--- src/rtl/pkt_tx_pkg.sv ---
package pkt_tx_pkg;
  typedef enum logic [1:0] {ST_IDLE, ST_WAIT, ST_ADDR, ST_DATA} tx_state_e;

  localparam logic [3:0] CMD_MEM_WR = 4'b0111;

  // beat-count field: 0 encodes the 8-beat maximum
  function automatic logic [3:0] beats_of(input logic [2:0] fld);
    return (fld == 3'd0) ? 4'd8 : {1'b0, fld};
  endfunction
endpackage

--- src/rtl/pkt_tx_plan.sv ---
module pkt_tx_plan import pkt_tx_pkg::*; #(
  parameter int LEN_W = 16
) (
  input  logic [LEN_W-1:0] rem_i,
  input  logic [3:0]       left_i,
  input  logic [2:0]       bcfg_i,
  output logic [3:0]       beats_o,
  output logic [LEN_W-1:0] need_o
);
  logic [3:0]       full;
  logic [LEN_W-1:0] full_bytes, nb_bytes;

  always_comb begin
    full       = beats_of(bcfg_i);
    full_bytes = LEN_W'({full, 2'b00});
    // resume an interrupted burst first, else full burst or single tail beat
    if (left_i != 4'd0)          beats_o = left_i;
    else if (rem_i >= full_bytes) beats_o = full;
    else                          beats_o = 4'd1;
    nb_bytes = LEN_W'({beats_o, 2'b00});
    need_o   = (rem_i < nb_bytes) ? rem_i : nb_bytes;
  end
endmodule

--- src/rtl/pkt_tx_be.sv ---
module pkt_tx_be #(
  parameter int LEN_W = 16
) (
  input  logic [LEN_W-1:0] rem_i,
  input  logic             lo_half_i,
  output logic [3:0]       be_o
);
  logic [3:0] tail;

  always_comb begin
    if (rem_i >= LEN_W'(4)) tail = 4'b1111;
    else begin
      unique case (rem_i[1:0])
        2'd1:    tail = 4'b0001;
        2'd2:    tail = 4'b0011;
        2'd3:    tail = 4'b0111;
        default: tail = 4'b0000;
      endcase
    end
    be_o = tail & (lo_half_i ? 4'b0011 : 4'b1111);
  end
endmodule

--- src/rtl/pkt_tx_retry.sv ---
module pkt_tx_retry #(
  parameter int RTY_W = 8
) (
  input  logic             clk_i,
  input  logic             rst_ni,
  input  logic             clr_i,
  input  logic             inc_i,
  input  logic [RTY_W-1:0] lim_i,
  output logic             hit_o
);
  logic [RTY_W-1:0] cnt_q;

  assign hit_o = inc_i && (lim_i != '0) && (cnt_q + RTY_W'(1) == lim_i);

  always_ff @(posedge clk_i or negedge rst_ni) begin
    if (!rst_ni)                  cnt_q <= '0;
    else if (clr_i || hit_o)      cnt_q <= '0;
    else if (inc_i && cnt_q != '1) cnt_q <= cnt_q + RTY_W'(1);
  end


  retry_below_lim_chk: assert property (@(posedge clk_i) disable iff (!rst_ni)
    (lim_i != '0) |-> (cnt_q < lim_i));


  retry_clear_chk: assert property (@(posedge clk_i) disable iff (!rst_ni)
    clr_i |=> (cnt_q == '0));
endmodule

--- src/rtl/pkt_burst_tx.sv ---
module pkt_burst_tx import pkt_tx_pkg::*; #(
  parameter int LEN_W  = 16,
  parameter int ADDR_W = 32,
  parameter int LVL_W  = 8,
  parameter int RTY_W  = 8
) (
  input  logic              clk_i,
  input  logic              rst_ni,
  input  logic              start_i,
  input  logic [LEN_W-1:0]  pkt_len_i,
  input  logic [ADDR_W-1:0] pkt_addr_i,
  input  logic [3:0]        cfg_cmd_i,
  input  logic [2:0]        cfg_beats_i,
  input  logic [RTY_W-1:0]  cfg_rty_lim_i,
  input  logic              cfg_lo_half_i,
  input  logic              cfg_fix_addr_i,
  input  logic [LVL_W-1:0]  fifo_level_i,
  input  logic [31:0]       fifo_data_i,
  output logic              fifo_pop_o,
  output logic              req_o,
  output logic [3:0]        cmd_o,
  output logic [ADDR_W-1:0] addr_o,
  output logic [3:0]        beats_o,
  output logic              beat_valid_o,
  output logic [31:0]       data_o,
  output logic [3:0]        be_o,
  input  logic              tgt_ack_i,
  input  logic              tgt_retry_i,
  input  logic              tgt_mabort_i,
  input  logic              tgt_tabort_i,
  output logic              busy_o,
  output logic              done_o,
  output logic              abort_mst_o,
  output logic              abort_tgt_o,
  output logic              abort_retry_o,
  output logic              irq_o
);
  localparam int CMP_W = LEN_W + LVL_W;

  tx_state_e         st_q;
  logic [3:0]        cmd_q, cur_beats_q, left_q;
  logic [2:0]        bcfg_q;
  logic [RTY_W-1:0]  lim_q;
  logic              half_q, fix_q;
  logic [ADDR_W-1:0] addr_q, base_q;
  logic [LEN_W-1:0]  rem_q;
  logic              done_q, mab_q, tab_q, rab_q, irq_q;

  logic [3:0]        plan_beats;
  logic [LEN_W-1:0]  plan_need, step;
  logic              fifo_ok, in_data, rty_inc, rty_clr, rty_hit, any_abort;

  pkt_tx_plan #(.LEN_W(LEN_W)) u_plan (
    .rem_i(rem_q), .left_i(left_q), .bcfg_i(bcfg_q),
    .beats_o(plan_beats), .need_o(plan_need)
  );

  pkt_tx_be #(.LEN_W(LEN_W)) u_be (
    .rem_i(rem_q), .lo_half_i(half_q), .be_o(be_o)
  );

  assign in_data = (st_q == ST_DATA);
  assign rty_inc = in_data && tgt_retry_i && !tgt_mabort_i && !tgt_tabort_i;
  assign rty_clr = (st_q == ST_IDLE && start_i)
                || (st_q == ST_WAIT && rem_q == '0)
                || (in_data && (tgt_mabort_i || tgt_tabort_i));

  pkt_tx_retry #(.RTY_W(RTY_W)) u_retry (
    .clk_i(clk_i), .rst_ni(rst_ni), .clr_i(rty_clr), .inc_i(rty_inc),
    .lim_i(lim_q), .hit_o(rty_hit)
  );

  assign fifo_ok = {{LVL_W{1'b0}}, plan_need} <= CMP_W'(fifo_level_i);
  assign step    = (rem_q >= LEN_W'(4)) ? LEN_W'(4) : rem_q;

  assign fifo_pop_o = in_data && tgt_ack_i && !tgt_retry_i && !tgt_mabort_i && !tgt_tabort_i;
  assign req_o        = (st_q == ST_ADDR);
  assign cmd_o        = cmd_q;
  assign addr_o       = addr_q;
  assign beats_o      = cur_beats_q;
  assign beat_valid_o = in_data;
  assign data_o       = fifo_data_i;
  assign busy_o       = (st_q != ST_IDLE);
  assign done_o        = done_q;
  assign abort_mst_o   = mab_q;
  assign abort_tgt_o   = tab_q;
  assign abort_retry_o = rab_q;
  assign irq_o         = irq_q;
  assign any_abort     = mab_q || tab_q || rab_q;

  always_ff @(posedge clk_i or negedge rst_ni) begin
    if (!rst_ni) begin
      st_q        <= ST_IDLE;
      cmd_q       <= CMD_MEM_WR;
      bcfg_q      <= '0;
      lim_q       <= '0;
      half_q      <= 1'b0;
      fix_q       <= 1'b0;
      addr_q      <= '0;
      base_q      <= '0;
      rem_q       <= '0;
      cur_beats_q <= '0;
      left_q      <= '0;
      done_q      <= 1'b0;
      mab_q       <= 1'b0;
      tab_q       <= 1'b0;
      rab_q       <= 1'b0;
      irq_q       <= 1'b0;
    end else begin
      irq_q <= 1'b0;
      unique case (st_q)
        ST_IDLE: if (start_i) begin
          cmd_q  <= cfg_cmd_i;
          bcfg_q <= cfg_beats_i;
          lim_q  <= cfg_rty_lim_i;
          half_q <= cfg_lo_half_i;
          fix_q  <= cfg_fix_addr_i;
          addr_q <= pkt_addr_i;
          base_q <= pkt_addr_i;
          rem_q  <= pkt_len_i;
          left_q <= '0;
          done_q <= 1'b0;
          mab_q  <= 1'b0;
          tab_q  <= 1'b0;
          rab_q  <= 1'b0;
          st_q   <= ST_WAIT;
        end
        ST_WAIT: begin
          if (rem_q == '0) begin
            done_q <= 1'b1;
            st_q   <= ST_IDLE;
          end else if (fifo_ok) begin
            cur_beats_q <= plan_beats;
            left_q      <= plan_beats;
            st_q        <= ST_ADDR;
          end
        end
        ST_ADDR: st_q <= ST_DATA;
        ST_DATA: begin
          if (tgt_mabort_i) begin
            mab_q <= 1'b1;
            st_q  <= ST_IDLE;
          end else if (tgt_tabort_i) begin
            tab_q <= 1'b1;
            st_q  <= ST_IDLE;
          end else if (tgt_retry_i) begin
            if (rty_hit) begin
              rab_q <= 1'b1;
              irq_q <= 1'b1;
              st_q  <= ST_IDLE;
            end else begin
              st_q <= ST_WAIT;  // reissue from this beat, left_q kept
            end
          end else if (tgt_ack_i) begin
            rem_q  <= rem_q - step;
            left_q <= left_q - 4'd1;
            if (!fix_q) addr_q <= addr_q + ADDR_W'(4);
            if (left_q == 4'd1) st_q <= ST_WAIT;
          end
        end
        default: st_q <= ST_IDLE;
      endcase
    end
  end


  beats_range_chk: assert property (@(posedge clk_i) disable iff (!rst_ni)
    req_o |-> (beats_o >= 4'd1 && beats_o <= 4'd8));


  burst_fits_chk: assert property (@(posedge clk_i) disable iff (!rst_ni)
    (req_o && beats_o > 4'd1) |-> (rem_q >= LEN_W'({beats_o, 2'b00})));


  lo_half_chk: assert property (@(posedge clk_i) disable iff (!rst_ni)
    (beat_valid_o && half_q) |-> (be_o[3:2] == 2'b00));


  fixed_addr_chk: assert property (@(posedge clk_i) disable iff (!rst_ni)
    (req_o && fix_q) |-> (addr_o == base_q));


  pop_in_data_chk: assert property (@(posedge clk_i) disable iff (!rst_ni)
    fifo_pop_o |-> beat_valid_o);


  abort_idle_chk: assert property (@(posedge clk_i) disable iff (!rst_ni)
    any_abort |-> !busy_o);


  cfg_hold_chk: assert property (@(posedge clk_i) disable iff (!rst_ni)
    (busy_o && $past(busy_o)) |-> ($stable(cmd_q) && $stable(bcfg_q) && $stable(lim_q)));


  irq_cause_chk: assert property (@(posedge clk_i) disable iff (!rst_ni)
    irq_o |-> (abort_retry_o && lim_q != '0));


  irq_pulse_chk: assert property (@(posedge clk_i) disable iff (!rst_ni)
    irq_o |=> !irq_o);


  status_excl_chk: assert property (@(posedge clk_i) disable iff (!rst_ni)
    !(done_o && any_abort));
endmodule

--- config.mk ---
export PLATFORM = sky130hd
export DESIGN_NAME = pkt_burst_tx
export DESIGN_NICKNAME = d
export VERILOG_FILES = /design/src/rtl/pkt_tx_pkg.sv /design/src/rtl/pkt_tx_plan.sv /design/src/rtl/pkt_tx_be.sv /design/src/rtl/pkt_tx_retry.sv /design/src/rtl/pkt_burst_tx.sv
export SDC_FILE = /design/constraint.sdc
export NUM_CORES = 1
export LEC_CHECK = 0
export ABC_AREA = 1
export BUFFER_PORTS_ARGS = -buffer_cell sky130_fd_sc_hd__buf_2
export CAP_MARGIN = 10
export CORE_MARGIN = 4
export CORE_UTILIZATION = 48
export DETAILED_ROUTE_END_ITERATION = 10
export MAX_ROUTING_LAYER = met4
export PLACE_DENSITY = 0.78
export SLEW_MARGIN = 10
export SYNTH_ARGS = -nofsm -noshare
export SYNTH_HDL_FRONTEND = slang
export SYNTH_SLANG_ARGS = --single-unit
--- constraint.sdc ---
create_clock -name clk_i -period 3.1 [get_ports clk_i]
set_input_delay 0.155 -clock clk_i [delete_from_list [all_inputs] [get_ports clk_i]]
set_output_delay 0.155 -clock clk_i [all_outputs]
set_load 0.03 [all_outputs]
After elaboration in Yosys (flattened, before gate mapping)
Cells that the tools add are included.

Latch bits: 0. Bits in read-only memories: 0. Memory bits (writable): 0. Bits of input ports: 112. Memories kept: 0. Flip-flop bits (word level): 88. Output and inout bits: 85. Word-level logic and storage cells: 150.

Muxes and demuxes: 59. Shifts and indexed selects: 0. Eq/ne operators: 25. Divide/modulo/power cells: 0. Multipliers: 0. Reductions and logical operators: 40. Magnitude comparators: 4. Bitwise logic cells: 2. Add/sub/neg operators: 4.

Operator list (number): 32-bit two-way mux (6); 16-bit two-way mux (7); 32-bit one-hot mux with 2 select lines (1); 4-bit two-way mux (12); 32-bit by 3-bit adder with 32-bit output (second input constant) (1); 16-bit one-hot mux with 2 select lines (1); 2-bit != test (second input constant) (11); 16-bit by 3-bit >= comparator with 1-bit output (second input constant) (1); 16-bit by 6-bit >= comparator with 1-bit output (1); 16-bit by 8-bit <= comparator with 1-bit output (1); 16-bit zero test (1); 16-bit by 6-bit < comparator with 1-bit output (1); 2-bit two-way mux (8); 8-bit two-way mux (2); 16-bit subtractor (1); 1-bit two-way mux (15); 1-bit logical AND (13); 4-bit one-hot mux with 3 select lines (1); 6-bit AND reduction (2); 3-bit one-hot mux with 3 select lines (1); 3-bit AND reduction (3); 8-bit by 1-bit adder with 8-bit output (second input constant) (1); 2-bit == test (second input constant) (4); 8-bit == test (1); other kinds (24) (38).

Longest topological paths before layout
Gate-level depths: netlist of run 1.

Word-level depth: 11. Gate-level depth with buffers: 30. Gate-level depth less buffers: 30.

By module
Synthesis of run 1 repeated with hierarchy kept, for this count alone.

Cell total of the unflattened synthesis: 998. Area total of the unflattened synthesis: 6849.1 µm².

By module, submodules not included: pkt_burst_tx (seq. area each 2005.7 µm², instances 1, area each 5467.7 µm², cells an instance 764); pkt_tx_retry (seq. area each 200.2 µm², instances 1, area each 730.7 µm², cells an instance 119); pkt_tx_plan (seq. area each 0.0 µm², instances 1, area each 558.0 µm², cells an instance 94); pkt_tx_be (seq. area each 0.0 µm², instances 1, area each 92.6 µm², cells an instance 21).

Worst setup path after synthesis of run 1
No wires, ideal clock.

Path kind: flip-flop to flip-flop. Start point: register bcfg_q[1]. End point: register cur_beats_q[0] (netlist: beats_o[0]). Arrival time: 3.211 ns. Setup time: 0.118 ns. Path slack: -0.229 ns. Stages on the path, launching flop included: 31. Path buffers: 0. Required time: 2.982 ns. Period minus slack after synthesis: 3.329 ns. Cell sequence: dfrtp_1 > nor3_1 > inv_1 > ha_1 > a21oi_1 > nand2_1 > nor2_2 > nand2_2 > nand3_1 > nand2_1 > inv_1 > ha_1 > inv_1 > nor2_1 > nand2_1 > nor2_1 > nand2_2 > nand2_4 > nand2_1 > nand2_1 > ha_1 > a21oi_1 > o21ai_0 > nand2_1 > nand3_1 > nand3_2 > nand2_4 > nor2_8 > inv_2 > nand2_1 > nand2_1.

Cells in the longest elaborated chain, start to end: 9.

RTL lines: start, declared (RTL line pkt_burst_tx.sv:42) `logic [2:0] bcfg_q;`; start signal, assigned (RTL line pkt_burst_tx.sv:114) `bcfg_q <= cfg_beats_i;`; 3-bit zero test (RTL line pkt_tx_pkg.sv:8) `return (fld == 3'd0) ? 4'd8 : {1'b0, fld};`; 4-bit two-way mux (*) (RTL line pkt_tx_pkg.sv:8); 16-bit by 6-bit >= comparator with 1-bit output (RTL line pkt_tx_plan.sv:18) `else if (rem_i >= full_bytes) beats_o = full;`; 4-bit two-way mux (*) (RTL line pkt_tx_plan.sv:18); 4-bit two-way mux (*) (RTL line pkt_tx_plan.sv:17) `if (left_i != 4'd0) beats_o = left_i;`; 16-bit by 6-bit < comparator with 1-bit output (RTL line pkt_tx_plan.sv:21) `need_o = (rem_i < nb_bytes) ? rem_i : nb_bytes;`; 16-bit two-way mux (RTL line pkt_tx_plan.sv:21); 16-bit by 8-bit <= comparator with 1-bit output (RTL line pkt_burst_tx.sv:73) `assign fifo_ok = {{LVL_W{1'b0}}, plan_need} <= CMP_W'(fifo_level_i);`; 3-bit AND reduction (no source line); end signal, assigned (RTL line pkt_burst_tx.sv:133) `cur_beats_q <= plan_beats;`; end, declared (RTL line pkt_burst_tx.sv:41) `logic [3:0] cmd_q, cur_beats_q, left_q;`.

Mark *: on every way between the ends. The rest lies on a longest branch, timed or not. A chain may end at the register's enable or synchronous reset.

Worst setup path in the final report of run 1
Start point: register bcfg_q[2]. End point: register cur_beats_q[1] (netlist: beats_o[1]).

Same word-level chain as after synthesis.

==> results of run 1 <==
==> final cells by class <==
class                           count  share of cell area
Timing Repair Buffer              179               0.134
Inverter                          119              0.0579
Multi-Input combinational cell    669               0.457
Clock inverter                      7              0.0102
Tap cell                          176              0.0284
Clock buffer                        9              0.0290
Sequential cell                    88               0.284
==> power by group through the flow <==
| stage | combinational, mW | sequential, mW | clock (mW) |
|---|---|---|---|
| finish | 4.93 | 2.19 | 1.13 |
| global route | 5.51 | 2.26 | 1.20 |
| CTS | 4.90 | 2.17 | 1.15 |
| detailed placement | 4.77 | 2.18 | 0 |
| global placement | 4.67 | 2.18 | 0 |
| floorplan | 2.97 | 2.65 | 0 |
==> through the flow <==
stage                util  setup slack [ns]  total power [mW]
global route        0.588            -0.703              8.97
CTS                 0.586            -0.281              8.22
finish              0.588            -0.384              8.26
floorplan               -            -0.144              5.62
global placement    0.551            -0.225              6.85
detailed placement  0.551            -0.369              6.95
==> cell families (layout without fill, tap and decap cells) <==
group | Yosys count | in the layout | synth area share
other cells | 2 | 3 | 0.00117
buf+inv | 174 | 314 | 0.123
fa+ha+maj | 19 | 19 | 0.0369
compound gates | 127 | 127 | 0.110
flops | 88 | 88 | 0.343
xor+xnor | 22 | 22 | 0.0311
simple gates | 496 | 496 | 0.352
mux | 2 | 2 | 0.00350
==> flip-flops by register name (all words and copies together) (netlist names), 3 cells and up, named ones only <==
name,count
rem_q,16
beats_o,4
lim_q,8
left_q,4
u_retry.cnt_q,8
bcfg_q,3
addr_o,32
cmd_o,4
==> cell usage after synthesis (2+ instances only) <==
library cell,number
dfstp_2,3
nor3_1,15
xnor2_1,4
nand3_1,59
or2_2,2
ha_1,19
nand2_2,6
nor2_4,6
o22ai_1,13
a21oi_1,32
mux2_2,2
inv_2,14
nand2_1,249
o21ai_2,2
a31oi_1,4
nand4_1,16
o211ai_1,7
inv_1,104
nand3b_1,4
nor4_1,6
nor2_2,12
nand2_4,9
conb_1,2
o21bai_1,2
nor2_1,101
dfrtp_1,85
o21ai_1,25
buf_2,9
xor2_1,17
o21ai_0,37
clkbuf_1,11
nand3_2,6
buf_4,34
==> worst min-delay path by stage <==
stage,slack (ns),to
floorplan,-0.14,async pin
global placement,0.31,data_o[10]
detailed placement,0.31,data_o[10]
CTS,0.001,addr_o[0]$_DFFE_PN0P_
global route,0.008,lim_q[7]$_DFFE_PN0P_
finish,0.006,lim_q[3]$_DFFE_PN0P_
==> layer usage <==
metal,part of all wire,vias up,routed length (um),track usage
li1,-,3230,-,-
met1,0.43,2926,7640,0.311
met2,0.49,224,8680,0.395
met3,0.063,34,1120,0.0500
met4,0.021,0,374,0.0740
met5,0,-,0,-
==> worst max-delay path: cells and delay by family, from the launching register on <==
kind            cells  cell delay, ns
buf+inv             6            0.32
simple gates       20            1.78
fa+ha+maj           3            0.73
flops               1            0.38
compound gates      1            0.15
==> what timing repair did <==
| item | CTS | global route |
|---|---|---|
| pin swaps | 6 | 9 |
| resized for setup | 9 | 8 |
| hold buffers | 8 | 0 |
| setup buffers | 5 | 1 |
| endpoints found under the hold margin | 68 | 0 |
| endpoints found under the setup margin | 10 | 10 |
==> impl_metrics.py, run 1 <==
metrics = {
    "detailed_routing": {
        "drc": 0,
        "first_pass_iters": 5,
        "wl_um": 17800,
        "num_vias": 6414,
        "wire_per_inst_um": 14.3,
        "antenna_left": 0,
        "vias_per_cell": 5.14,
        "drtIter0Drc": 368,
    },
    "timing": {
        "finalClockSkew_ns": 0.00378,
        "tightest_slew_ns": 0.878,
        "whs_ns": 0.00561,
        "finalCritPeriodShare": 1.12,
        "layout_min_cycle_time_ns": 3.48,
        "fin_ws_ns": -0.384,
        "setup_tns_ns": -3.46,
        "relSlewSlack": 0.415,
        "max_freq_mhz": 287,
        "timing.final.hold_violations": 0,
        "rsz0062_at_grt": "true",
        "setup_viol_count_final": 10,
        "finalMaxSlewViolations": 0,
    },
    "critical_path": {
        "crit_path_max_incr_delay_ns": 0.38,
        "cp.required_ns": 3.34,
        "endpoint": "beats_o[1]$_DFFE_PN0P_",
        "r2r-end": "beats_o[1]$_DFFE_PN0P_",
        "cp_max_fo": 6,
        "start_kind": "flop",
        "crit_top_cell": "nand2_2",
        "reg2reg_depth": 30,
        "crit_path_start": "bcfg_q[2]$_DFFE_PN0P_",
        "ff2ff_setup_slack_ns": -0.38,
        "worstSetupEndpointType": "flop",
        "path_class": "flop to flop",
        "reg2reg_from": "bcfg_q[2]$_DFFE_PN0P_",
        "cp_data_arrival_time_ns": 3.73,
        "crit_slowest_cell": "dfrtp_1",
    },
    "power_and_ir_drop": {
        "p_clk_frac": 0.137,
        "ir_drop_v": 0.000598,
        "switchingPower_mw": 4.24,
        "p_leak_nw": 3.94,
        "powerDensity_nw_per_um2": 1060,
        "intPower_mw": 4.01,
        "seq_power_share": 0.265,
        "share_comb_of_total_power": 0.598,
        "switching_share": 0.514,
    },
    "logic_synthesis": {
        "async_flop_share": 1.00,
        "syn_avg_cell_area_um2": 6.92,
        "yosysSeqAreaShare": 0.343,
        "syn-cell-area_um2": 6440,
        "yosysTopAreaCellShare": 0.330,
        "ys.flop_type": "dfrtp_1",
        "synth-seq-cells": 88,
        "synth_edf_count": 0,
        "yosysWarnings": 0,
        "yosys.area.top_type": "dfrtp_1",
        "yosys-top-cells-area": "dfrtp_1 33%, nand2_1 15%, inv_1 6.1%, nor2_1 5.9%, nand3_1 4.6%",
        "synthesis.instances": 930,
        "synthDistinctLibCells": 46,
    },
    "grt": {
        "antenna_found_initial": 0,
        "grt_pass1_wl_um": 28800,
        "grt_usage": 0.245,
        "overflow": 0,
        "grt_pass1_vias": 6077,
        "grt_max_degree": 67,
    },
    "final_layout": {
        "seqCellArea_um2": 2210,
        "area_delta_synth_final_pct": 20.5,
        "fill_cells": 1273,
        "diodes": 0,
        "final_common_cell": "nand2_1",
        "drive_gt1_frac": 0.261,
        "fin_cells": 1247,
        "nets": 1197,
        "final_area_um2": 7760,
        "layout_common_cells": "241 x nand2_1, 131 x buf_2, 100 x inv_1",
        "multi_input_area_um2": 3540,
    },
    "die": {
        "die_w_um": 124,
        "rows": 42,
        "fp.coreArea_um2": 13200,
        "io_pins": 197,
        "start_util": 0.488,
        "dieArea_um2": 15300,
        "fp.dieH_um": 124,
    },
    "clock_tree": {
        "cts-root-buf": "clkbuf_16",
        "numCtsBuffers": 9,
        "clk_latency_ns": 0.35,
        "cts_buffer_depth": 2,
        "htree_levels": 3,
        "clock-sinks": 88,
        "cts_tree": "done",
        "clkSlewWorstSetupHoldPaths_ns": 0.07,
    },
    "place": {
        "placed_area_um2": 7270,
        "placed_cells": 1218,
        "io_buffers": 132,
        "place.gp.congestion": 0.945,
        "dp_hpwl_um": 13200,
    },
    "min_path": {
        "hold_depth": 3,
        "hp-start": "cfg_rty_lim_i[3]",
        "min_path_type": "primary input to flop",
    },
    "status": {
        "outcome": "complete, but fails checks",
        "violations": "negative setup slack",
    },
    "flow_run": {
        "drv_cap": 0,
    },
}
No activity file was read; power rests on OpenSTA's default activity.
==> run 2: changes to the inputs <==
Settings changed: SKIP_CTS_REPAIR_TIMING set to 1.
==> impl_metrics.py, run 2 (synthesis results as in run 1) <==
metrics = {
    "timing": {
        "tightest_slew_ns": 0.875,
        "setup_viol_count_final": 10,
        "rsz0062_at_grt": "true",
        "whs_ns": -0.00383,
        "fin_ws_ns": -0.446,
        "max_freq_mhz": 282,
        "layout_min_cycle_time_ns": 3.55,
        "timing.final.hold_violations": 3,
        "relSlewSlack": 0.417,
        "finalMaxSlewViolations": 0,
        "finalClockSkew_ns": 0.00347,
        "finalCritPeriodShare": 1.14,
    },
    "clock_tree": {
        "clk_latency_ns": 0.35,
        "htree_levels": 3,
        "cts_buffer_depth": 2,
        "cts-root-buf": "clkbuf_16",
        "numCtsBuffers": 9,
        "cts_tree": "done",
        "clock-sinks": 88,
        "clkSlewWorstSetupHoldPaths_ns": 0.07,
    },
    "final_layout": {
        "fill_cells": 1274,
        "layout_common_cells": "235 x nand2_1, 131 x buf_2, 101 x inv_1",
        "fin_util": 0.587,
        "diodes": 0,
        "nets": 1191,
        "fin_cells": 1241,
        "drive_gt1_frac": 0.269,
        "largest_register_ffs": 32,
        "final_common_cell": "nand2_1",
        "area_delta_synth_final_pct": 20.3,
        "final_area_um2": 7750,
    },
    "detailed_routing": {
        "drtIter0Drc": 441,
        "wl_met3_um": 1000,
        "vias_per_cell": 5.15,
        "wire_per_inst_um": 14.3,
        "drc": 0,
        "routed.top_layer": "met4",
        "first_pass_iters": 5,
        "dr_wl_met2_um": 8670,
        "met1_length_um": 7700,
        "antenna_left": 0,
        "wl_um": 17800,
        "num_vias": 6386,
    },
    "grt": {
        "grt_max_degree": 67,
        "grt_usage": 0.241,
        "grt_pass1_vias": 5982,
        "overflow": 0,
        "grt_pass1_wl_um": 28500,
        "antenna_found_initial": 0,
    },
    "die": {
        "rows": 42,
        "dieArea_um2": 15300,
        "fp.dieH_um": 124,
        "start_util": 0.488,
        "fp.coreArea_um2": 13200,
        "io_pins": 197,
        "die_w_um": 124,
    },
    "critical_path": {
        "cp_max_fo": 6,
        "crit_path_start": "bcfg_q[1]$_DFFE_PN0P_",
        "path_class": "flop to flop",
        "crit_path_max_incr_delay_ns": 0.39,
        "reg2reg_from": "bcfg_q[1]$_DFFE_PN0P_",
        "cp_data_arrival_time_ns": 3.79,
        "crit_top_cell": "nand2_2",
        "start_kind": "flop",
        "worstSetupEndpointType": "flop",
        "cp.required_ns": 3.35,
        "crit_slowest_cell": "dfrtp_1",
    },
    "min_path": {
        "hp-start": "cfg_rty_lim_i[5]",
        "min_path_type": "primary input to flop",
    },
    "power_and_ir_drop": {
        "total_power_mw": 8.31,
        "ir_drop_v": 0.000598,
        "powerDensity_nw_per_um2": 1070,
        "p_leak_nw": 3.92,
    },
    "status": {
        "outcome": "complete, but fails checks",
        "violations": "negative hold slack, negative setup slack",
    },
    "place": {
        "pre_cts_ws_ns": -0.369,
        "placed_area_um2": 7270,
        "placed_cells": 1218,
        "dp_hpwl_um": 13200,
        "place.gp.congestion": 0.945,
        "io_buffers": 132,
    },
    "flow_run": {
        "drv_cap": 0,
    },
}
-- run 2: cell count changes in the layout (fill, tap and decap cells not counted), moves of 2 or more --
cell / delta
inv_2: -2
nor2_2: -2
nand2_1: -6
ha_1: -2
buf_6: +2
dlygate4sd3_1: -6
nand2_2: +6
buf_4: -2
-- run 2: layout make-up --
| type | instances | area [um^2] | area share |
|---|---|---|---|
| tap | 176 | 220 | 0.0284 |
| clock buffer | 9 | 225 | 0.0291 |
| sequential | 88 | 2210 | 0.285 |
| timing repair buffer | 173 | 983 | 0.127 |
| inverter | 119 | 452 | 0.0583 |
| clock inverter | 7 | 78.8 | 0.0102 |
| multi-input combinational | 669 | 3580 | 0.462 |
-- run 2: critical path, delay by kind of cell, from the launching register on --
family | cells | cell delay (ns)
adders and majority gates | 3 | 0.74
buffers and inverters | 5 | 0.28
AOI/OAI and AO/OA | 2 | 0.23
and+or+nand+nor | 20 | 1.80
DFF | 1 | 0.39
-- run 2: where the power goes --
| part | switching [mW] | internal, mW |
|---|---|---|
| combinational | 3.25 | 1.74 |
| clock | 0.500 | 0.632 |
| sequential | 0.521 | 1.67 |
-- run 2: routing by layer --
layer,GRT usage,vias to the layer above
met5,-,-
met4,0.0720,0
met3,0.0500,33
met2,0.387,198
met1,0.309,2937
li1,-,3218
-- run 2: final timing paths --
path	endpoint	slack, ns	depth (start not counted)
setup / recovery	beats_o[0]$_DFFE_PN0P_	-0.45	30
hold / removal	lim_q[5]$_DFFE_PN0P_	-0.004	3
setup reg to reg	beats_o[0]$_DFFE_PN0P_	-0.45	30
hold reg to reg	cmd_o[1]$_DFFE_PN1P_	0.47	2
max in group asynchronous	half_q$_DFFE_PN0P_	1.91	3
min in group asynchronous	addr_o[0]$_DFFE_PN0P_	0.47	2
-- run 2: metrics by stage --
stage / hold WS [ns] / setup TNS [ns]
final: -0.00383 / -4.22
after global routing: 0.000514 / -7.29
after global placement: 0.310 / -1.96
after CTS: -0.0545 / -3.49
after detailed placement: 0.310 / -3.39
after floorplan: -0.141 / -0.959
==> run 3: changes to the inputs <==
==> constraint.sdc (replaced) <==
create_clock -name clk_i -period 3.1 [get_ports clk_i]
set_input_delay 0.31 -clock clk_i [delete_from_list [all_inputs] [get_ports clk_i]]
set_output_delay 0.31 -clock clk_i [all_outputs]
set_load 0.03 [all_outputs]
==> impl_metrics.py, run 3 (synthesis results as in run 1) <==
metrics = {
    "status": {
        "outcome": "complete, but fails checks",
        "violations": "negative setup slack",
    },
    "detailed_routing": {
        "drc": 0,
        "num_vias": 6442,
        "wire_per_inst_um": 14.2,
        "antenna_left": 0,
        "wl_um": 17600,
        "drtIter0Drc": 345,
        "first_pass_iters": 5,
        "vias_per_cell": 5.20,
    },
    "die": {
        "die_w_um": 124,
        "fp.dieH_um": 124,
        "start_util": 0.488,
        "fp.coreArea_um2": 13200,
        "dieArea_um2": 15300,
        "rows": 42,
        "io_pins": 197,
    },
    "clock_tree": {
        "numCtsBuffers": 9,
        "clkSlewWorstSetupHoldPaths_ns": 0.06,
        "clk_latency_ns": 0.35,
        "clock-sinks": 88,
        "htree_levels": 3,
        "cts-root-buf": "clkbuf_16",
        "cts_buffer_depth": 2,
        "cts_tree": "done",
    },
    "timing": {
        "layout_min_cycle_time_ns": 3.49,
        "tightest_slew_ns": 0.686,
        "finalCritPeriodShare": 1.13,
        "relSlewSlack": 0.542,
        "max_freq_mhz": 286,
        "finalMaxSlewViolations": 0,
        "timing.final.hold_violations": 0,
        "setup_viol_count_final": 10,
        "rsz0062_at_grt": "true",
        "fin_ws_ns": -0.394,
        "whs_ns": 0.157,
        "finalClockSkew_ns": 0.00924,
    },
    "final_layout": {
        "nets": 1189,
        "fin_util": 0.586,
        "final_area_um2": 7730,
        "area_delta_synth_final_pct": 20.1,
        "final_common_cell": "nand2_1",
        "fin_cells": 1239,
        "largest_register_ffs": 32,
        "diodes": 0,
        "layout_common_cells": "238 x nand2_1, 131 x buf_2, 100 x inv_1",
        "drive_gt1_frac": 0.266,
    },
    "critical_path": {
        "path_class": "flop to flop",
        "start_kind": "flop",
        "crit_slowest_cell": "dfrtp_1",
        "cp_data_arrival_time_ns": 3.73,
        "crit_path_max_incr_delay_ns": 0.39,
        "crit_top_cell": "nand2_2",
        "cp_max_fo": 6,
        "cp.required_ns": 3.34,
        "worstSetupEndpointType": "flop",
    },
    "power_and_ir_drop": {
        "ir_drop_v": 0.000651,
        "powerDensity_nw_per_um2": 1070,
        "p_leak_nw": 3.92,
    },
    "grt": {
        "grt_usage": 0.238,
        "grt_pass1_vias": 5954,
        "overflow": 0,
        "grt_pass1_wl_um": 28200,
        "antenna_found_initial": 0,
        "grt_max_degree": 66,
    },
    "place": {
        "pre_cts_ws_ns": -0.337,
        "placed_area_um2": 7270,
        "placed_cells": 1218,
        "dp_hpwl_um": 13200,
        "place.gp.congestion": 0.940,
        "io_buffers": 132,
    },
    "flow_run": {
        "drv_cap": 0,
    },
    "min_path": {
        "min_path_type": "primary input to flop",
    },
}
==> run 3: cell types whose count changed in the layout (fill, tap and decap cells not counted), sizes merged <==
cell / before / now
clkbuf: 9 / 11
clkinvlp: 3 / 1
inv: 120 / 118
buf: 171 / 170
bufinv: 1 / 2
clkinv: 2 / 3
dlygate4sd3: 2 / 1
==> run 3: cell type report <==
class / count / area [um^2]
Multi-Input combinational cell: 669 / 3580
Clock inverter: 5 / 81.3
Inverter: 119 / 449
Fill cell: 1281 / 5460
Sequential cell: 88 / 2210
Clock buffer: 11 / 233
Timing Repair Buffer: 171 / 958
Tap cell: 176 / 220
==> run 3: metal layers <==
| layer | GRT usage | vias up | wire length [um] |
|---|---|---|---|
| met1 | 0.297 | 2990 | 7480 |
| li1 | - | 3200 | - |
| met5 | - | - | 0 |
| met2 | 0.392 | 221 | 8630 |
| met4 | 0.0699 | 0 | 311 |
| met3 | 0.0486 | 31 | 1220 |
==> run 3: power breakdown <==
group          total [mW]  switching [mW]  leakage (nW)  internal [mW]
clock network        1.17           0.466         0.150          0.707
logic                4.93            3.23          2.68           1.70
registers            2.19           0.517          1.09           1.67
total                8.29            4.21          3.92           4.08
==> run 3: worst max-delay path: cells and delay by family (launching register included) <==
kind / cells / cell delay (ns)
fa+ha+maj: 3 / 0.74
simple gates: 20 / 1.77
compound gates: 2 / 0.19
buf+inv: 5 / 0.27
flops: 1 / 0.39
==> run 3: worst paths after layout <==
kind | startpoint | endpoint | slack, ns | cells after the start
max | bcfg_q[1]$_DFFE_PN0P_ | beats_o[0]$_DFFE_PN0P_ | -0.39 | 30
min | pkt_addr_i[1] | addr_o[1]$_DFFE_PN0P_ | 0.16 | 3
max reg2reg | bcfg_q[1]$_DFFE_PN0P_ | beats_o[0]$_DFFE_PN0P_ | -0.39 | 30
min reg2reg | cmd_o[1]$_DFFE_PN1P_ | cmd_o[1]$_DFFE_PN1P_ | 0.47 | 2
max in group asynchronous | rst_ni | cmd_o[2]$_DFFE_PN1P_ | 1.83 | 3
min in group asynchronous | rst_ni | cmd_o[3]$_DFFE_PN0P_ | 0.49 | 2
==> run 3: through the flow <==
stage               power, mW  TNS (ns)
floorplan                5.62    -0.959
global placement         6.85     -1.96
detailed placement       6.94     -3.05
CTS                      8.14     -3.25
global route             9.01     -6.13
finish                   8.29     -3.55
